### src/rtl/tpg_pkg.sv
package tpg_pkg;

    localparam int RAND_PER_LANE = 5;

    typedef enum logic [2:0] {
        WGT_HALF          = 3'd0,
        WGT_QUARTER       = 3'd1,
        WGT_FIVE_EIGHTHS  = 3'd2,
        WGT_THREE_QUARTER = 3'd3,
        WGT_SEVEN_EIGHTHS = 3'd4
    } weight_e;

    typedef enum logic [1:0] {
        MIX_SPECTRAL = 2'd0,
        MIX_QUARTER  = 2'd1,
        MIX_HALF     = 2'd2,
        MIX_RANDOM   = 2'd3
    } mix_e;

    // Shape three fair bits into the requested one-probability.
    function automatic logic shape_weight(input logic [2:0] code,
                                          input logic a, input logic b,
                                          input logic c);
        logic r;
        case (code)
            WGT_QUARTER:       r = a & b;
            WGT_FIVE_EIGHTHS:  r = a | (b & c);
            WGT_THREE_QUARTER: r = a | b;
            WGT_SEVEN_EIGHTHS: r = a | b | c;
            default:           r = a;
        endcase
        return r;
    endfunction

    // Decide whether the random bit replaces the spectral bit.
    function automatic logic take_random(input logic [1:0] code,
                                         input logic d, input logic e);
        logic r;
        case (code)
            MIX_SPECTRAL: r = 1'b0;
            MIX_QUARTER:  r = d & e;
            MIX_HALF:     r = d;
            default:      r = 1'b1;
        endcase
        return r;
    endfunction

endpackage

### src/rtl/tpg_ca_step.sv
module tpg_ca_step #(
    parameter int          CA_BITS   = 16,
    parameter logic [CA_BITS-1:0] RULE_MASK = 16'h4A37
) (
    input  logic [CA_BITS-1:0] state_i,
    output logic [CA_BITS-1:0] state_o
);

    for (genvar i = 0; i < CA_BITS; i++) begin : g_cell
        logic left_b;
        logic right_b;
        if (i == 0) begin : g_lo_edge
            assign left_b = 1'b0;
        end else begin : g_lo_link
            assign left_b = state_i[i-1];
        end
        if (i == CA_BITS - 1) begin : g_hi_edge
            assign right_b = 1'b0;
        end else begin : g_hi_link
            assign right_b = state_i[i+1];
        end
        assign state_o[i] = left_b ^ right_b ^ (RULE_MASK[i] & state_i[i]);
    end

endmodule

### src/rtl/tpg_bit_mixer.sv
module tpg_bit_mixer
    import tpg_pkg::*;
#(
    parameter int CA_BITS     = 16,
    parameter int WALSH_ORDER = 3,
    parameter int LANE        = 0
) (
    input  logic [CA_BITS-1:0]          ca_state,
    input  logic [(1<<WALSH_ORDER)-1:0] walsh_in,
    input  logic [WALSH_ORDER-1:0]      comp,
    input  logic [2:0]                  weight,
    input  logic [1:0]                  mix,
    output logic                        bit_o
);

    logic [RAND_PER_LANE-1:0] raw;

    for (genvar k = 0; k < RAND_PER_LANE; k++) begin : g_tap
        localparam int TAP = (LANE * RAND_PER_LANE + k) % CA_BITS;
        assign raw[k] = ca_state[TAP];
    end

    logic spectral_b;
    logic weighted_b;

    always_comb begin
        spectral_b = walsh_in[comp];
        weighted_b = shape_weight(weight, raw[0], raw[1], raw[2]);
        bit_o      = take_random(mix, raw[3], raw[4]) ? weighted_b : spectral_b;
    end

endmodule

### src/rtl/tpg_seed_ctrl.sv
module tpg_seed_ctrl #(
    parameter int                 CA_BITS    = 16,
    parameter int                 INTERVAL_W = 8,
    parameter logic [CA_BITS-1:0] ZERO_SUB   = 16'h0001
) (
    input  logic                  clk,
    input  logic                  rst_n,
    input  logic                  hbm_mode,
    input  logic [CA_BITS-1:0]    seed_par,
    input  logic                  seed_par_load,
    input  logic                  seed_sin,
    input  logic                  seed_shift,
    input  logic                  seed_apply,
    input  logic [INTERVAL_W-1:0] reseed_interval,
    output logic                  do_load,
    output logic                  do_adv,
    output logic                  do_reseed,
    output logic [CA_BITS-1:0]    seed_val
);

    typedef struct packed {
        logic [CA_BITS-1:0]    shadow;
        logic [INTERVAL_W-1:0] cnt;
        logic                  pend;
    } ctrl_t;

    ctrl_t st_d, st_q;

    function automatic logic [CA_BITS-1:0] nonzero(input logic [CA_BITS-1:0] v);
        return (v == '0) ? ZERO_SUB : v;
    endfunction

    always_comb begin
        st_d      = st_q;
        do_load   = 1'b0;
        do_adv    = 1'b0;
        do_reseed = 1'b0;
        seed_val  = nonzero(st_q.shadow);
        if (seed_par_load) begin
            st_d.shadow = seed_par;
            st_d.cnt    = '0;
            st_d.pend   = 1'b1;
            do_load     = 1'b1;
            seed_val    = nonzero(seed_par);
        end else if (seed_apply) begin
            st_d.cnt  = '0;
            st_d.pend = 1'b1;
            do_load   = 1'b1;
        end else begin
            if (seed_shift) begin
                st_d.shadow = {st_q.shadow[CA_BITS-2:0], seed_sin};
            end
            st_d.pend = 1'b0;
            if (hbm_mode) begin
                do_adv = 1'b1;
                if (reseed_interval != '0) begin
                    if (st_q.cnt == reseed_interval - 1'b1) begin
                        do_reseed = 1'b1;
                        st_d.cnt  = '0;
                    end else begin
                        st_d.cnt = st_q.cnt + 1'b1;
                    end
                end else begin
                    st_d.cnt = '0;
                end
            end else begin
                do_adv   = st_q.pend;
                st_d.cnt = '0;
            end
        end
    end

    always_ff @(posedge clk or negedge rst_n) begin
        if (!rst_n) begin
            st_q <= '0;
        end else begin
            st_q <= st_d;
        end
    end

endmodule

### src/rtl/spectral_tpg.sv
module spectral_tpg
    import tpg_pkg::*;
#(
    parameter int                 NUM_IN      = 4,
    parameter int                 WALSH_ORDER = 3,
    parameter int                 CA_BITS     = 16,
    parameter int                 INTERVAL_W  = 8,
    parameter logic [CA_BITS-1:0] RULE_MASK   = 16'h4A37,
    parameter logic [CA_BITS-1:0] ZERO_SUB    = 16'h0001
) (
    input  logic                            clk,
    input  logic                            rst_n,
    input  logic                            hbm_mode,
    input  logic [(1<<WALSH_ORDER)-1:0]     walsh_in,
    input  logic [NUM_IN*WALSH_ORDER-1:0]   cfg_comp,
    input  logic [NUM_IN*3-1:0]             cfg_weight,
    input  logic [NUM_IN*2-1:0]             cfg_mix,
    input  logic [CA_BITS-1:0]              seed_par,
    input  logic                            seed_par_load,
    input  logic                            seed_sin,
    input  logic                            seed_shift,
    input  logic                            seed_apply,
    input  logic [INTERVAL_W-1:0]           reseed_interval,
    output logic [NUM_IN-1:0]               vec_out,
    output logic                            vec_valid
);

    typedef struct packed {
        logic [CA_BITS-1:0] ca;
        logic [NUM_IN-1:0]  vec;
        logic               vld;
    } gen_t;

    gen_t st_d, st_q;

    logic               do_load;
    logic               do_adv;
    logic               do_reseed;
    logic [CA_BITS-1:0] seed_val;
    logic [CA_BITS-1:0] ca_next;
    logic [NUM_IN-1:0]  lane_bits;

    tpg_seed_ctrl #(
        .CA_BITS   (CA_BITS),
        .INTERVAL_W(INTERVAL_W),
        .ZERO_SUB  (ZERO_SUB)
    ) u_ctrl (
        .clk            (clk),
        .rst_n          (rst_n),
        .hbm_mode       (hbm_mode),
        .seed_par       (seed_par),
        .seed_par_load  (seed_par_load),
        .seed_sin       (seed_sin),
        .seed_shift     (seed_shift),
        .seed_apply     (seed_apply),
        .reseed_interval(reseed_interval),
        .do_load        (do_load),
        .do_adv         (do_adv),
        .do_reseed      (do_reseed),
        .seed_val       (seed_val)
    );

    tpg_ca_step #(
        .CA_BITS  (CA_BITS),
        .RULE_MASK(RULE_MASK)
    ) u_step (
        .state_i(st_q.ca),
        .state_o(ca_next)
    );

    for (genvar l = 0; l < NUM_IN; l++) begin : g_lane
        tpg_bit_mixer #(
            .CA_BITS    (CA_BITS),
            .WALSH_ORDER(WALSH_ORDER),
            .LANE       (l)
        ) u_mix (
            .ca_state(st_q.ca),
            .walsh_in(walsh_in),
            .comp    (cfg_comp[l*WALSH_ORDER +: WALSH_ORDER]),
            .weight  (cfg_weight[l*3 +: 3]),
            .mix     (cfg_mix[l*2 +: 2]),
            .bit_o   (lane_bits[l])
        );
    end

    always_comb begin
        st_d     = st_q;
        st_d.vld = 1'b0;
        if (do_load) begin
            st_d.ca = seed_val;
        end else if (do_adv) begin
            st_d.vec = lane_bits;
            st_d.vld = 1'b1;
            st_d.ca  = do_reseed ? seed_val : ca_next;
        end
    end

    always_ff @(posedge clk or negedge rst_n) begin
        if (!rst_n) begin
            st_q.ca  <= ZERO_SUB;
            st_q.vec <= '0;
            st_q.vld <= 1'b0;
        end else begin
            st_q <= st_d;
        end
    end

    assign vec_out   = st_q.vec;
    assign vec_valid = st_q.vld;

endmodule

### config.mk
export PLATFORM = sky130hd
export DESIGN_NAME = spectral_tpg
export DESIGN_NICKNAME = d
export VERILOG_FILES = /design/src/rtl/tpg_pkg.sv /design/src/rtl/tpg_ca_step.sv /design/src/rtl/tpg_bit_mixer.sv /design/src/rtl/tpg_seed_ctrl.sv /design/src/rtl/spectral_tpg.sv
export SDC_FILE = /design/constraint.sdc
export NUM_CORES = 1
export LEC_CHECK = 0
export BUFFER_PORTS_ARGS = -buffer_cell sky130_fd_sc_hd__buf_4
export CORE_AREA = 2 2 86 88
export CTS_CLUSTER_DIAMETER = 50
export CTS_CLUSTER_SIZE = 30
export DETAILED_ROUTE_END_ITERATION = 7
export DIE_AREA = 0 0 88 90
export PLACE_DENSITY = 0.76
export REMOVE_ABC_BUFFERS = 1
export SKIP_LAST_GASP = 1
export SLEW_MARGIN = 20
export SYNTH_ARGS = -nofsm -noshare
export SYNTH_HDL_FRONTEND = slang
export SYNTH_SLANG_ARGS = --single-unit
### constraint.sdc
create_clock -name clk -period 2.1 [get_ports clk]
set_input_delay 0.42 -clock clk [delete_from_list [all_inputs] [get_ports clk]]
set_output_delay 0.42 -clock clk [all_outputs]
set_load 0.05 [all_outputs]
==> metrics, run 1 <==
peak per-stage delay on the critical path 430 ps; #FFs+latches synth 46; number of nets still failing antenna checks after routing 0; cells along the critical path or3b_4 > or4_4 > nand3_4 > o211ai_4 > o21ai_4 > clkbuf_16 > o221a_2; start of the worst register-to-register path u_ctrl.st_q[6]$_DFF_PN0_; via count normalized by instance count 5.67; area added between synthesis and finish 30.9%; Pins Over Slew Limit 0; count of buffering cells on the critical path with inverters included 1; endpoint of the most critical register-to-register path st_q[5]$_DFFE_PN1P_; number of antenna violations at the first check in global routing 0; most common cell after layout, fill and taps aside buf_4; clock insertion delay at the later pin of the skew report 310 ps; internal portion of total power 1.69 mW; Comb power frac 0.329; total wire length after detailed routing 8.72 mm; post-route non-filler standard cell count 542; Placeable Area 7020 um^2; via count of the first global-routing pass 3,024; gp weighted congestion 0.866; first-pass iteration count of the detailed router 5; Fin. Hold Viols 0; type of the tightest min-delay check input pin to async pin; Synth Flop Type dfrtp_1; required time of the critical path 2360 ps; category of the worst setup path launch point flip-flop; relative slew slack 0.597; Layout Utilization 0.632; die boundary height 90 um; global-route wire length before repair 14.3 mm; clock tree from TritonCTS built; area of the multi-input gates 2170 um^2; Ports 76; Reg power frac 0.443; FMAX 481 MHz; Remaining DRCs 0; clock sink count 46; Site Rows 31; number of warnings issued by yosys 0; largest net degree at the start of global routing 53; WHS 114 ps; final net count 518; Finish-stage setup viols 0; initial cell density of the core 0.483; maximum number of buffers from clock root to sink 2; worst ir drop on vdd 464 uV; count of flip-flops with a built-in enable after synthesis 0; Cell Count Post-Placement 530; synthesized area 3390 um^2; worst clock skew 11.5 ps; number of cell instances on the worst register-to-register path 7; syn avg cell area 9.78 um^2; worst-path fanout max 6; crit path DAT 2340 ps; Layout fillers 555; r2r setup slk 20 ps; average wire per standard cell 16.1 um; commonest cells after routing, fill and taps aside buf_4, dfrtp_1, nand2_1, o21ai_0, mux2i_1; result of the run complete, no violations; Storage cell area 1150 um^2; Vias 3,072; Synth async-reset ratio 1.00; count of different cell masters after synthesis 60; ant diodes 0; proportion of power drawn by the clock network 0.229; period utilisation layout 0.989; CTS clock-pin slew for the worst setup and hold paths 90 ps; Gate Count Post-Synth 347; Pwr per Cell Area 577 nW/um^2; switching power 0.875 mW; Slowest-stage cell, CP or4_4; setup total negative slack 0 ps; CTS H-tree lvls 2; register area share after synthesis 0.340; total power of the final layout 2.56 mW; violation count after the first detailed-route iteration 182; layout cells sized above 1 0.348; net switching share of the total power 0.342; clock tree root buffer cell clkbuf_8; slew at the pin closest to its max-slew limit 598 ps; CTS Buf Count 5; kind of cell adding the most delay to the critical path simple AND/OR/NAND/NOR gates; remaining global-route overflow 0; Port Buf Inserts 75; final critical-path required period 2080 ps; Max Cap Viol 0; Global Route Usage Sum 0.228; Crit Path Category flip-flop to flip-flop; Worst Setup End Kind flip-flop; x dimension of the die 88 um; static leakage 1.93 nW; half-perimeter wire length after detailed placement 6.65 mm; DIE AREA 7920 um^2
-- worst register-to-register path, stage by stage, from the launching register on --
cell       delay [ps]
dfrtp_1           380
or3b_4            380
or4_4             430
nand3_4           110
o211ai_4           90
o21ai_4           260
clkbuf_16         200
o221a_2           180
-- timing repair --
action                                  in CTS  in global routing
setup buffers                                0                  3
cloned                                       0                  1
endpoints found under the setup margin       1                 16
resized for setup                            0                 11
pin swaps                                    1                  3
hold buffers                                 0                  0
-- worst max path at each step --
stage	start	endpoint	slack [ps]	cells after the start
6_report	u_ctrl.st_q[6]$_DFF_PN0_	st_q[5]$_DFFE_PN1P_	20	7
3_3_place_gp	reseed_interval[2]	st_q[8]$_DFFE_PN0P_	-200	8
3_5_place_dp	reseed_interval[2]	st_q[8]$_DFFE_PN0P_	-230	8
4_1_cts	u_ctrl.st_q[3]$_DFF_PN0_	st_q[6]$_DFFE_PN0P_	20	8
2_1_floorplan	reseed_interval[0]	st_q[18]$_DFFE_PN0P_	-290	7
5_1_grt	u_ctrl.st_q[6]$_DFF_PN0_	st_q[5]$_DFFE_PN1P_	-20	7
-- sequential cells by signal (all words and copies together), names as in the netlist --
signal	count
st_q	16
u_ctrl.st_q	25
vec_out	4
vec_valid	1
-- per-stage QoR --
step / area (um^2) / setup WS, ps
6_report: 4440 / 22.7
3_5_place_dp: 4230 / -230
4_1_cts: 4330 / 19.4
3_3_place_gp: 4230 / -198
2_1_floorplan: 3300 / -293
5_1_grt: 4440 / -19.5
-- cell families after synthesis --
kind of cell	after synthesis	share of synthesized area
xor gates and xnor gates	31	0.0800
and+or+nand+nor	110	0.173
adders and majority gates	5	0.0184
buffers and inverters	30	0.0398
muxes	41	0.152
AOI/OAI and AO/OA	84	0.198
DFF	46	0.340
-- final cells by class --
| class | instances | area share |
|---|---|---|
| Timing Repair Buffer | 106 | 0.192 |
| Multi-Input combinational cell | 271 | 0.489 |
| Clock buffer | 7 | 0.0194 |
| Sequential cell | 46 | 0.260 |
| Inverter | 12 | 0.0101 |
| Clock inverter | 1 | 0.00197 |
| Tap cell | 99 | 0.0279 |
-- power by group through the flow --
stage                     Combinational, mW  Clock (mW)  Sequential, mW
after floorplan                       0.435           0            1.18
after global placement                0.792           0            1.14
after detailed placement              0.822           0            1.15
after CTS                             0.826       0.609            1.13
after global routing                  0.921       0.643            1.15
final                                 0.842       0.586            1.13
-- Yosys cell counts (2+ instances only) --
| master | number | area share |
|---|---|---|
| dfrtp_1 | 45 | 0.33 |
| nand2_1 | 39 | 0.043 |
| mux2i_1 | 30 | 0.089 |
| o21ai_0 | 30 | 0.044 |
| xnor2_1 | 20 | 0.052 |
| nor2_1 | 17 | 0.019 |
| clkbuf_1 | 14 | 0.015 |
| inv_1 | 11 | 0.012 |
| xor2_1 | 11 | 0.028 |
| nand3_1 | 9 | 0.013 |
| mux4_2 | 8 | 0.053 |
| nor4_1 | 8 | 0.015 |
| o221ai_2 | 8 | 0.035 |
| a21oi_1 | 7 | 0.010 |
| nor2b_1 | 6 | 0.011 |
| a21o_1 | 5 | 0.011 |
| a22oi_1 | 5 | 0.011 |
| ha_1 | 5 | 0.018 |
| o221ai_1 | 4 | 0.010 |
| a211oi_1 | 3 | 0.0066 |
| a222oi_1 | 3 | 0.0089 |
| buf_6 | 3 | 0.010 |
| mux2_2 | 3 | 0.010 |
| nand2b_1 | 3 | 0.0055 |
| nand3b_1 | 3 | 0.0066 |
| nor3_1 | 3 | 0.0044 |
| nor3b_1 | 3 | 0.0066 |
| o311a_1 | 3 | 0.0089 |
| a31oi_1 | 2 | 0.0037 |
| and2b_1 | 2 | 0.0044 |
| and3_1 | 2 | 0.0037 |
| nand4_1 | 2 | 0.0037 |
| or3_1 | 2 | 0.0037 |
| or4b_2 | 2 | 0.0059 |
-- layer usage --
metal  up-vias  global-route usage  wire length (um)
met4         0              0.0667               147
met3         9              0.0413               511
li1       1485                   -                 -
met2        89               0.362              4270
met1      1489               0.317              3790
met5         -                   0                 0
Power figures use the tool's default switching activity.
==> run 2: changes to the inputs <==
==> constraint.sdc (replaced) <==
create_clock -name clk -period 2.1 [get_ports clk]
set_input_delay 0.21 -clock clk [delete_from_list [all_inputs] [get_ports clk]]
set_output_delay 0.21 -clock clk [all_outputs]
set_load 0.05 [all_outputs]
==> metrics, run 2 (synthesized netlist as in run 1, its figures left out) <==
number of nets still failing antenna checks after routing 0 (unchanged); Finish-stage setup viols 0 (unchanged); Port Buf Inserts 75 (unchanged); static leakage 1.85 nW (-3.9%); area added between synthesis and finish 27.0%; type of the tightest min-delay check input pin to flip-flop; worst slack, placed -22.6 ps (+207 ps); WHS 129 ps (+15.1 ps); slack of the critical path 78.2 ps (+55.6 ps); final net count 507 (-2.1%); die boundary height 90 um (unchanged); maximum number of buffers from clock root to sink 2 (unchanged); Site Rows 31 (unchanged); CTS H-tree lvls 2 (unchanged); Worst Setup End Kind flip-flop; most common cell after layout, fill and taps aside buf_4; via count of the first global-routing pass 2,945 (-2.6%); DIE AREA 7920 um^2 (unchanged); Vias 3,016 (-1.8%); net switching share of the total power 0.346 (+0.00478); result of the run complete, no violations; Reg power frac 0.454 (+0.011); half-perimeter wire length after detailed placement 6.45 mm (-3.0%); clock tree root buffer cell clkbuf_8; clock insertion delay at the later pin of the skew report 310 ps (about the same); category of the worst setup path launch point flip-flop; gp weighted congestion 0.857 (-1.1%); initial cell density of the core 0.483 (unchanged); Crit Path Category flip-flop to flip-flop; post-route non-filler standard cell count 531 (-2.0%); layout cells sized above 1 0.319 (-0.0282); Pwr per Cell Area 581 nW/um^2 (+0.67%); worst ir drop on vdd 294 uV (-37%); Max Cap Viol 0 (unchanged); setup total negative slack 0 ps (unchanged); Ports 76 (unchanged); final critical-path required period 2020 ps (-55.6 ps); crit path DAT 2190 ps (-150 ps); violation count after the first detailed-route iteration 227 (+25%); global-route wire length before repair 13.9 mm (-3.2%); ant diodes 0 (unchanged); remaining global-route overflow 0 (unchanged); proportion of power drawn by the clock network 0.220 (-0.009); clock sink count 46 (unchanged); Pins Over Slew Limit 0 (unchanged); number of antenna violations at the first check in global routing 0 (unchanged); required time of the critical path 2270 ps (-90 ps); flip-flop count of the largest register, all copies and words added 25 (unchanged); switching power 0.867 mW (-0.94%); FMAX 495 MHz (+2.7%); clock tree from TritonCTS built; Remaining DRCs 0 (unchanged); CTS Buf Count 5 (unchanged); Comb power frac 0.326 (-0.003); register bank with the most flops u_ctrl.st_q; via count normalized by instance count 5.68 (+0.21%); average wire per standard cell 16.2 um (+0.98%); first-pass iteration count of the detailed router 5 (unchanged); worst clock skew 10.6 ps (-0.828 ps); largest net degree at the start of global routing 53 (unchanged); worst-path fanout max 6 (unchanged); relative slew slack 0.573 (-0.0244); CTS clock-pin slew for the worst setup and hold paths 90 ps (about the same); internal portion of total power 1.64 mW (-3.0%); Placeable Area 7020 um^2 (unchanged); Fin. Hold Viols 0 (unchanged); x dimension of the die 88 um (unchanged); period utilisation layout 0.963 (-0.0265); Cell Count Post-Placement 518 (-2.3%); slew at the pin closest to its max-slew limit 634 ps (+36.2 ps); Global Route Usage Sum 0.218 (-0.0100); total wire length after detailed routing 8.62 mm (-1.1%); commonest cells after routing, fill and taps aside buf_4, dfrtp_1, nand2_1, o21ai_0, mux2i_1
[run 2: cell types whose count changed in the layout (fill, tap and decap cells not counted)]
cell,before,now
buf_4,102,92
buf_12,3,1
nor3b_1,1,3
nor3b_2,2,0
clkbuf_1,1,2
clkbuf_8,6,5
clkinvlp_4,0,1
dlygate4sd3_1,0,1
inv_6,1,0
nand3_1,8,9
nand3_2,1,0
[run 2: layout make-up]
| type | instances | area, um^2 |
|---|---|---|
| multi-input cells | 271 | 2160 |
| flip-flops and latches | 46 | 1150 |
| clock buffers | 7 | 76.3 |
| clock inverters | 1 | 7.51 |
| fillers | 595 | 2710 |
| inverters | 12 | 45.0 |
| well taps | 99 | 124 |
| repair buffers | 95 | 746 |
[run 2: final timing paths]
kind                                          start  slack (ps)  cells past startpoint                           to
max                        u_ctrl.st_q[3]$_DFF_PN0_          80                      8          st_q[9]$_DFFE_PN0P_
min                                    seed_par[10]         130                      3  u_ctrl.st_q[19]$_DFFE_PN0P_
max reg2reg                u_ctrl.st_q[3]$_DFF_PN0_          80                      8          st_q[9]$_DFFE_PN0P_
min reg2reg                  vec_out[2]$_DFFE_PN0P_         500                      2       vec_out[2]$_DFFE_PN0P_
max in group asynchronous                     rst_n        1220                      2          st_q[7]$_DFFE_PN0P_
min in group asynchronous                     rst_n         460                      2     u_ctrl.st_q[1]$_DFF_PN0_
[run 2: what timing repair did]
item                                   4_1_cts  5_1_grt
setup endpoints to repair                    0       16
setup buffers                                0        3
endpoints found under the hold margin       45        0
hold buffers                                 1        0
gates resized for setup                      0        8
[run 2: routing by layer]
| layer | global-route usage | part of all wire |
|---|---|---|
| met1 | 0.312 | 0.45 |
| met2 | 0.350 | 0.48 |
| met3 | 0.0266 | 0.060 |
| met4 | 0.0538 | 0.013 |
| met5 | 0 | 0 |
[run 2: worst max-delay path, cell delays in order (launching register included)]
cell	delay, ps
dfrtp_1	420
and2b_1	160
or3_1	390
a31oi_4	220
buf_4	150
o211ai_4	70
buf_4	180
nor3b_1	180
o21ai_0	110
[run 2: power groups by stage]
stage	sequential (mW)	clock [mW]	combinational, mW
final	1.14	0.550	0.816
after global routing	1.16	0.594	0.887
after CTS	1.13	0.559	0.804
after detailed placement	1.15	0	0.799
after global placement	1.15	0	0.774
after floorplan	1.18	0	0.435
[run 2: stage by stage]
stage	util	cell area [um^2]	total power, mW
after CTS	0.600	4210	2.50
after global routing	0.614	4310	2.64
final	0.614	4310	2.50
after global placement	0.586	4120	1.92
after floorplan	-	3300	1.61
after detailed placement	0.586	4120	1.95
